File: src/rtl/serTxPkg.sv
package serTxPkg;

  typedef enum logic [2:0] {
    PH_IDLE   = 3'd0,
    PH_START  = 3'd1,
    PH_DATA   = 3'd2,
    PH_PARITY = 3'd3,
    PH_STOP   = 3'd4
  } txPhase_e;

  typedef struct packed {
    logic     load;
    logic     shift;
    txPhase_e phase;
  } txStrobe_t;

  typedef struct packed {
    logic       brk;
    logic       stick;
    logic       evenSel;
    logic       parEn;
    logic       stopSel;
    logic [1:0] wordLen;
  } lineCfg_t;

endpackage

File: src/rtl/serTxCtrl.sv
module serTxCtrl
  import serTxPkg::*;
#(
  parameter int OVS    = 16,
  parameter int DATA_W = 8
) (
  input  logic       clk,
  input  logic       rstN,
  input  logic       baudTick,
  input  logic [1:0] wordLen,
  input  logic       stopSel,
  input  logic       parEn,
  input  logic       holdFull,
  output txStrobe_t  strobe
);

  localparam int TICK_W = $clog2(2 * OVS + 1);
  localparam int BIT_W  = $clog2(DATA_W);

  txPhase_e          phase;
  logic [TICK_W-1:0] tickCnt;
  logic [TICK_W-1:0] stopLen;
  logic [TICK_W-1:0] phaseLen;
  logic [BIT_W-1:0]  bitCnt;
  logic [BIT_W-1:0]  lastBit;
  logic              lastTick;
  logic              loadNow;

  always_comb begin
    if (!stopSel)
      stopLen = TICK_W'(OVS);
    else if (wordLen == 2'b00)
      stopLen = TICK_W'(OVS + OVS / 2);
    else
      stopLen = TICK_W'(2 * OVS);
  end

  assign phaseLen = (phase == PH_STOP) ? stopLen : TICK_W'(OVS);
  assign lastTick = baudTick && (tickCnt == phaseLen - 1'b1);
  assign lastBit  = BIT_W'(4) + BIT_W'(wordLen);
  assign loadNow  = holdFull &&
                    ((phase == PH_IDLE) || ((phase == PH_STOP) && lastTick));

  always_comb begin
    strobe.load  = loadNow;
    strobe.shift = (phase == PH_DATA) && lastTick;
    strobe.phase = phase;
  end

  always_ff @(posedge clk or negedge rstN) begin
    if (!rstN) begin
      phase   <= PH_IDLE;
      tickCnt <= '0;
      bitCnt  <= '0;
    end else if (loadNow) begin
      phase   <= PH_START;
      tickCnt <= '0;
    end else if ((phase != PH_IDLE) && baudTick) begin
      if (lastTick) begin
        tickCnt <= '0;
        case (phase)
          PH_START: begin
            phase  <= PH_DATA;
            bitCnt <= '0;
          end
          PH_DATA: begin
            if (bitCnt == lastBit)
              phase <= parEn ? PH_PARITY : PH_STOP;
            else
              bitCnt <= bitCnt + 1'b1;
          end
          PH_PARITY: phase <= PH_STOP;
          default:   phase <= PH_IDLE;
        endcase
      end else begin
        tickCnt <= tickCnt + 1'b1;
      end
    end
  end

  AST_TICK_RANGE: assert property (@(posedge clk) disable iff (!rstN)
    tickCnt < TICK_W'(2 * OVS));

  AST_STOP_LONG_NEEDS_SEL: assert property (@(posedge clk) disable iff (!rstN)
    ((phase == PH_STOP) && (tickCnt >= TICK_W'(OVS))) |-> stopSel);

  AST_LOAD_TO_START: assert property (@(posedge clk) disable iff (!rstN)
    loadNow |=> (phase == PH_START));

  AST_IDLE_HOLDS: assert property (@(posedge clk) disable iff (!rstN)
    ((phase == PH_IDLE) && !holdFull) |=> (phase == PH_IDLE));

endmodule

File: src/rtl/serTxData.sv
module serTxData
  import serTxPkg::*;
#(
  parameter int DATA_W = 8
) (
  input  logic              clk,
  input  logic              rstN,
  input  logic              wrValid,
  input  logic [DATA_W-1:0] wrData,
  input  logic [1:0]        wordLen,
  input  logic              brk,
  input  logic              stick,
  input  logic              evenSel,
  input  txStrobe_t         strobe,
  output logic              holdFull,
  output logic              txLine
);

  logic [DATA_W-1:0] holdReg;
  logic [DATA_W-1:0] shiftReg;
  logic [DATA_W-1:0] dataMask;
  logic [DATA_W-1:0] maskedHold;
  logic              parBit;
  logic              parNext;
  logic              lineBit;

  generate
    for (genvar i = 0; i < DATA_W; i++) begin : g_mask
      assign dataMask[i] = (i < (5 + int'(wordLen)));
    end
  endgenerate

  assign maskedHold = holdReg & dataMask;
  assign parNext    = stick ? ~evenSel : (evenSel ? ^maskedHold : ~^maskedHold);

  always_ff @(posedge clk or negedge rstN) begin
    if (!rstN) begin
      holdReg  <= '0;
      holdFull <= 1'b0;
    end else if (strobe.load) begin
      holdFull <= 1'b0;
    end else if (wrValid && !holdFull) begin
      holdReg  <= wrData;
      holdFull <= 1'b1;
    end
  end

  always_ff @(posedge clk or negedge rstN) begin
    if (!rstN) begin
      shiftReg <= '0;
      parBit   <= 1'b0;
    end else if (strobe.load) begin
      shiftReg <= maskedHold;
      parBit   <= parNext;
    end else if (strobe.shift) begin
      shiftReg <= shiftReg >> 1;
    end
  end

  always_comb begin
    case (strobe.phase)
      PH_START:  lineBit = 1'b0;
      PH_DATA:   lineBit = shiftReg[0];
      PH_PARITY: lineBit = parBit;
      default:   lineBit = 1'b1;
    endcase
  end

  always_ff @(posedge clk or negedge rstN) begin
    if (!rstN)
      txLine <= 1'b1;
    else
      txLine <= brk ? 1'b0 : lineBit;
  end

  AST_BREAK_LOW: assert property (@(posedge clk) disable iff (!rstN)
    brk |=> !txLine);

  AST_START_LOW: assert property (@(posedge clk) disable iff (!rstN)
    ((strobe.phase == PH_START) && !brk) |=> !txLine);

  AST_IDLE_MARK: assert property (@(posedge clk) disable iff (!rstN)
    ((strobe.phase == PH_IDLE) && !brk) |=> txLine);

  AST_LOAD_NEEDS_DATA: assert property (@(posedge clk) disable iff (!rstN)
    strobe.load |-> holdFull);

  AST_LOAD_EMPTIES_HOLD: assert property (@(posedge clk) disable iff (!rstN)
    strobe.load |=> !holdFull);

  AST_FULL_IGNORES_WRITE: assert property (@(posedge clk) disable iff (!rstN)
    (holdFull && !strobe.load) |=> (holdFull && $stable(holdReg)));

endmodule

File: src/rtl/serTx.sv
module serTx
  import serTxPkg::*;
#(
  parameter int OVS    = 16,
  parameter int DATA_W = 8
) (
  input  logic              clk,
  input  logic              rstN,
  input  logic              baudTick,
  input  logic [6:0]        lineCtrl,
  input  logic [DATA_W-1:0] wrData,
  input  logic              wrValid,
  output logic              holdEmpty,
  output logic              txEmpty,
  output logic              txLine
);

  lineCfg_t  cfg;
  txStrobe_t strobe;
  logic      holdFull;

  assign cfg = lineCfg_t'(lineCtrl);

  serTxCtrl #(.OVS(OVS), .DATA_W(DATA_W)) ctrl (
    .clk      (clk),
    .rstN     (rstN),
    .baudTick (baudTick),
    .wordLen  (cfg.wordLen),
    .stopSel  (cfg.stopSel),
    .parEn    (cfg.parEn),
    .holdFull (holdFull),
    .strobe   (strobe)
  );

  serTxData #(.DATA_W(DATA_W)) dpath (
    .clk      (clk),
    .rstN     (rstN),
    .wrValid  (wrValid),
    .wrData   (wrData),
    .wordLen  (cfg.wordLen),
    .brk      (cfg.brk),
    .stick    (cfg.stick),
    .evenSel  (cfg.evenSel),
    .strobe   (strobe),
    .holdFull (holdFull),
    .txLine   (txLine)
  );

  assign holdEmpty = !holdFull;
  assign txEmpty   = (strobe.phase == PH_IDLE) && !holdFull;

  AST_EMPTY_AFTER_STOP: assert property (@(posedge clk) disable iff (!rstN)
    $rose(txEmpty) |-> ($past(strobe.phase) == PH_STOP));

endmodule

File: config.mk
export PLATFORM = sky130hd
export DESIGN_NAME = serTx
export DESIGN_NICKNAME = d
export VERILOG_FILES = /design/src/rtl/serTxPkg.sv /design/src/rtl/serTxCtrl.sv /design/src/rtl/serTxData.sv /design/src/rtl/serTx.sv
export SDC_FILE = /design/constraint.sdc
export NUM_CORES = 1
export LEC_CHECK = 0
export ABC_AREA = 1
export CAP_MARGIN = 20
export CORE_AREA = 2 2 71 73
export DETAILED_ROUTE_END_ITERATION = 16
export DIE_AREA = 0 0 73 75
export PLACE_DENSITY = 0.67
export SYNTH_ARGS = -nofsm -noshare
export SYNTH_HDL_FRONTEND = slang
export SYNTH_SLANG_ARGS = --single-unit
File: constraint.sdc
create_clock -name clk -period 2.4 [get_ports clk]
set_input_delay 0.24 -clock clk [delete_from_list [all_inputs] [get_ports clk]]
set_output_delay 0.24 -clock clk [all_outputs]
set_load 0.005 [all_outputs]
* Word-level counts from Yosys, hierarchy flattened *
Cells that the tools add are included.

storage, ports and cells
  register bits after elaboration = 31
  bits of input ports = 19
  output and inout bits = 3
  logic and storage cells = 76

operators by class
  $add $sub $neg = 5
  magnitude comparators = 8
  equal/unequal tests = 8
  muxes and demuxes = 22
  bitwise gates (word level) = 3
  reduce and logical (&&, ||, !) cells = 22

operators with widths
  operator               count
  $lt A4 B32 Y1 const A  4
  $lt A3 B32 Y1 const A  2
  $mux W6                6
  $lt A2 B32 Y1 const A  1
  $mux W3                6
  $mux W8                2
  $reduce_bool A2 Y1     5
  $pmux W3 S3            1
  $and A8 B8 Y8          1
  $reduce_xnor A8 Y1     1
  $reduce_xor A8 Y1      1
  $logic_and A1 B1 Y1    7
  $add A6 B1 Y6 const B  1
  $eq A3 B2 Y1 const B   2
  $eq A6 B6 Y1           1
  $pmux W3 S2            1
  $sub A6 B1 Y6 const B  1
  $mux W1                5
  $reduce_and A5 Y1      1
  $add A3 B2 Y4 const A  1
  $lt A1 B4 Y1 const A   1
  $add A3 B1 Y3 const B  1
  $add A3 B2 Y3 const A  1
  $eq A3 B1 Y1 const B   1
  other kinds (13)       14

* Logic depth before layout (Yosys ltp) *
  depth in word-level cells = 12
  mapped depth = 13
  gate-level depth less buffers = 13

* By module *
Synthesis repeated with hierarchy kept, for this count alone.

unflattened totals
  cells, all modules = 240
  area, all modules = 1855.5 um2

by module, submodules not included
  module     instances  cells each  area an instance (um2)  seq. area each (um2)
  serTxData  1          113         984.7                   476.7
  serTxCtrl  1          120         842.1                   300.3
  serTx      1          7           28.8                    0.0

* Worst setup path before layout *
No wires, ideal clock.

  kind = flip-flop to flip-flop
  start point = register ctrl.tickCnt[0]
  end point = register ctrl.tickCnt[1]
  library setup time = 0.122 ns
  arrival time = 1.502 ns
  data required time = 2.278 ns
  slack = 0.776 ns
  stages on the path, launching flop included = 12
  buffers on the path = 1
  clock period less this slack = 1.624 ns
  path through = dfrtp_1 ha_1 nand2_1 nor3b_1 nand3_1 nor2_4 inv_2 nand2_2 nand2_2 buf_6 nand3_1 nand2_1

on the way
  longest elaborated chain between the ends = 6
  elaborated cells between the ends (all ways) = 10
  classes of those cells = add/sub (1); eq/ne (1); mux (3); reduce/logical (5)

ends and longest elaborated chain
  element                                                                RTL line         RTL
  from (decl)                                                            serTxCtrl.sv:21  logic [TICK_W-1:0] tickCnt;
  from (signal assigned)                                                 serTxCtrl.sv:76  tickCnt <= tickCnt + 1'b1;
  parallel branches: the longest is 6 deep, another holds $add A6 B1 Y6  n/a

Parallel ways; which one is timed is not known. The select of a mux whose other input is x is not followed.
A chain may end at the register's enable or synchronous reset.

* Final worst setup path *
  start point = register ctrl.tickCnt[0]
  end point = register dpath.shiftReg[2]

on the way
  longest elaborated chain between the ends = 6
  elaborated cells between the ends (all ways) = 8
  classes of those cells = eq/ne (1); mux (1); reduce/logical (6)

ends and longest elaborated chain
  element                                        RTL line         RTL
  $eq A6 B6 Y1 (*)                               serTxCtrl.sv:39  assign lastTick = baudTick && (tickCnt == phaseLen - 1'b1);
  $logic_and A1 B1 Y1 (*)                        serTxCtrl.sv:39
  $logic_and A1 B1 Y1                            serTxCtrl.sv:42  ((phase == PH_IDLE) || ((phase == PH_STOP) && lastTick));
  $logic_or A1 B1 Y1                             serTxCtrl.sv:42
  $logic_and A1 B1 Y1                            serTxCtrl.sv:41  assign loadNow = holdFull &&
  $mux W8 or $reduce_bool A2 Y1 (tied branches)  n/a
  to (signal assigned)                           serTxData.sv:53  shiftReg <= maskedHold;
  to (signal assigned)                           serTxData.sv:56  shiftReg <= shiftReg >> 1;
  to (decl)                                      serTxData.sv:20  logic [DATA_W-1:0] shiftReg;

Mark *: on every way between the ends. The rest lies on a longest branch, timed or not.

==> results by group <==
Timing
  – Share of the clock period used by the worst path: 81.7%
  – Maximum clock frequency: 510 MHz
  – Post-Route Hold Slack: 0.358 ns
  – Maximum clock skew at final layout: 0.00609 ns
  – Number of slew-limit violations in the final report: 0
  – Headroom to the max-slew limit: 69.3%
  – Accumulated negative setup slack: 0 ns
  – RSZ-0062 raised after global routing: no
  – Transition time at the pin with the least slew margin: 0.460 ns
  – Total setup violations reported at the end of the flow: 0
  – Clock period minus final worst setup slack: 1.96 ns
  – Final Hold Violating Endpoints: 0
  – Setup ws final: 0.438 ns

GRT
  – Total global routing track utilization: 16.0%
  – Largest net degree at the start of global routing: 32
  – First-pass GRT wire length: 6700 um
  – Initial antenna violation count: 0
  – Vias in the first global route: 1507
  – Total grt overflow: 0

Critical path
  – Total buffers and inverters traversed by the critical path: 1
  – Endpoint arrival time on the critical path: 2.13 ns
  – Nature of the critical path endpoint: flip-flop
  – Critical Path Start Type: flip-flop
  – Critical path start-end classification: reg2reg
  – Cell-by-cell trace of the critical path: ha_1 -> nand2_1 -> nor3b_1 -> nand3_1 -> nor2_4 -> inv_2 -> nand2_2 -> nand2_2 -> nand3_1 -> nand2_1
  – Family with the most delay on the worst path: simple AND/OR/NAND/NOR gates
  – Highest-delay cell along the critical path: sky130_fd_sc_hd__dfrtp_1
  – Endpoint required time on the critical path: 2.57 ns
  – Largest stage delay, worst path: 0.41 ns
  – Maximum fanout along the worst path: 23

Layout
  – Most frequent cells in the layout: sky130_fd_sc_hd__nand2_1, sky130_fd_sc_hd__nand3_1, sky130_fd_sc_hd__inv_1, sky130_fd_sc_hd__dfrtp_1, sky130_fd_sc_hd__clkdlybuf4s50_1
  – Most common library cell in the layout ignoring fill and taps: sky130_fd_sc_hd__nand2_1
  – Layout cells sized above 1: 7.07%
  – Sequential cell area in the final layout: 777 um2
  – Number of diodes added for antenna fixing: 0
  – Multi-input combinational cell area: 870 um2
  – Nets@finish: 303
  – Post-route standard cell area excluding fillers: 0.00216 mm2
  – Area growth syn-to-layout: 18.4%
  – Final core area utilization: 46.4%
  – Number of fillers in the final layout: 477

Power
  – Total leakage power: 0.00112 uW
  – Power density over the cells: 1000 mW/mm2
  – Maximum VDD drop: 0.519 mV

Synth
  – Area leader, netlist: sky130_fd_sc_hd__dfrtp_1
  – Number of nets in the synthesized netlist: 278
  – Netlist Area Pre-Place: 0.00183 mm2
  – Seq/Total Area, Yosys: 42.6%
  – Top cells by area, synth: sky130_fd_sc_hd__dfrtp_1, sky130_fd_sc_hd__nand2_1, sky130_fd_sc_hd__nand3_1
  – Count of different cell masters after synthesis: 27
  – Yosys top cell area share: 41.1%
  – Count of state elements after synthesis: 31
  – Post-Syn Area per Cell: 7.10 um2
  – Warnings from Yosys: 0
  – Post-Synthesis Cells: 257

Clock tree
  – Clock tree sinks: 31
  – Number of buffers created by CTS: 5
  – CTS H-Tree Depth: 2
  – Later-pin clock latency in the skew report: 0.28 ns
  – Bufs on Longest Clock Path: 2
  – Post_cts resized: 0
  – Post-CTS Setup Inserts: 0
  – Quantity of hold-fixing buffers added after cts: 0
  – Clock Pin Slew Worst Setup and Hold Paths: 0.07 ns
  – TritonCTS clock tree: done
  – Root buffer cell: sky130_fd_sc_hd__clkbuf_8

Die
  – Die outline width: 73 um
  – Initial standard-cell utilization of the core: 39.2%
  – Y dimension of the die: 75 um
  – Site Rows: 25
  – Placeable core region: 0.00466 mm2
  – Top-level port count: 22
  – Die Outline Area: 0.00548 mm2

Drt
  – Remaining routing DRC violations: 0
  – Number of iterations in the first detailed-routing pass: 4
  – Post-DR wirelength/cell: 11.6 um
  – Number of vias in the routed layout: 1664
  – DRT antenna net count: 0
  – Post-detailed-route via-to-cell ratio: 4.94
  – Starting DRC count in detailed routing: 122
  – Routed wire length: 3900 um

Placement
  – Placed wire-length estimate: 2860 um
  – Count of port buffers added during placement: 21
  – Setup slack after placement: 0.260 ns
  – Routability congestion estimate from global placement: 0.841
  – Placed instance area: 0.00208 mm2

Outcome
  – Status: finished clean

Flow run
  – Max-cap violation count: 0

Min path
  – Hold Path Class: in2async
[per-layer routing]
layer | GRT usage (%) | share of wire [%] | vias to the layer above
met5 | 0 | 0 | -
met4 | 5.76 | 0.28 | 0
met3 | 4.42 | 3.8 | 2
met2 | 26.0 | 48 | 30
met1 | 20.5 | 47 | 769
li1 | - | - | 863
[report_power, final]
part | switching (uW) | internal (uW)
combinational | 571 | 360
sequential | 125 | 710
clock | 190 | 206
total | 886 | 1280
[cell type report]
class / count / share of cell area (%)
inverters: 34 / 5.90
well taps: 54 / 3.13
clock buffers: 8 / 3.70
multi-input cells: 185 / 40.2
flip-flops and latches: 31 / 35.9
repair buffers: 25 / 11.1
[synth_stat cells]
| cell type | n |
|---|---|
| sky130_fd_sc_hd__nand2_2 | 2 |
| sky130_fd_sc_hd__dfstp_2 | 1 |
| sky130_fd_sc_hd__nor2_2 | 3 |
| sky130_fd_sc_hd__inv_2 | 2 |
| sky130_fd_sc_hd__buf_2 | 2 |
| sky130_fd_sc_hd__dfrtp_1 | 30 |
| sky130_fd_sc_hd__xnor2_1 | 1 |
| sky130_fd_sc_hd__o2111ai_1 | 1 |
| sky130_fd_sc_hd__inv_1 | 32 |
| sky130_fd_sc_hd__nor2_4 | 1 |
| sky130_fd_sc_hd__nor3_1 | 2 |
| sky130_fd_sc_hd__buf_4 | 2 |
| sky130_fd_sc_hd__o21ai_1 | 1 |
| sky130_fd_sc_hd__a41oi_1 | 1 |
| sky130_fd_sc_hd__nand2_1 | 86 |
| sky130_fd_sc_hd__o21ai_0 | 9 |
| sky130_fd_sc_hd__nand3_1 | 39 |
| sky130_fd_sc_hd__nor2_1 | 19 |
| sky130_fd_sc_hd__buf_6 | 2 |
| sky130_fd_sc_hd__nand4_1 | 3 |
| sky130_fd_sc_hd__mux2_2 | 2 |
| sky130_fd_sc_hd__clkbuf_1 | 1 |
| sky130_fd_sc_hd__a21oi_1 | 7 |
| sky130_fd_sc_hd__nor3b_1 | 1 |
| sky130_fd_sc_hd__nand3b_1 | 1 |
| sky130_fd_sc_hd__ha_1 | 2 |
| sky130_fd_sc_hd__xor2_1 | 4 |
[state kept, by name, summed over array words and instances (netlist names)]
signal / flops
dpath.holdReg: 8
dpath.txLine: 1
dpath.parBit: 1
dpath.shiftReg: 8
dpath.holdFull: 1
ctrl.phase: 3
ctrl.tickCnt: 6
ctrl.bitCnt: 3
[through the flow]
stage          std cells  total power, uW
4_1_cts              337             2190
5_1_grt              337             2380
3_5_place_dp         329             1780
3_3_place_gp         329             1760
6_report             337             2160
2_1_floorplan        257             1540
[logic make-up after synthesis]
kind of cell	after synthesis	synth area share, %
flip-flops	31	42.6
AO/OA/AOI/OAI	19	5.62
AND/OR/NAND/NOR	157	37.0
adder cells (fa/ha/maj)	2	1.37
multiplexers	2	1.23
XOR/XNOR	5	2.40
buffers and inverters	41	9.80
[worst reg2reg max path: cells and delay by family, from the launching register on]
family	cells	cell delay [ns]
and+or+nand+nor	8	1.18
adders and majority gates	1	0.20
buffers and inverters	1	0.08
DFF	1	0.41
[final timing paths]
kind | startpoint | endpoint | slack (ns) | depth (start not counted)
worst max-delay path | ctrl.tickCnt[0]$_DFFE_PN0P_ | dpath.shiftReg[2]$_DFFE_PN0P_ | 0.44 | 10
worst min-delay path | rstN | ctrl.bitCnt[1]$_DFFE_PN0P_ | 0.36 | 2
worst max register to register | ctrl.tickCnt[0]$_DFFE_PN0P_ | dpath.shiftReg[2]$_DFFE_PN0P_ | 0.44 | 10
worst min register to register | dpath.parBit$_DFFE_PN0P_ | dpath.parBit$_DFFE_PN0P_ | 0.52 | 2
max in group asynchronous | rstN | dpath.txLine$_DFF_PN1_ | 1.72 | 2
min in group clk | lineCtrl[6] | dpath.txLine$_DFF_PN1_ | 0.48 | 2
No activity file was read; power rests on OpenSTA's default activity.
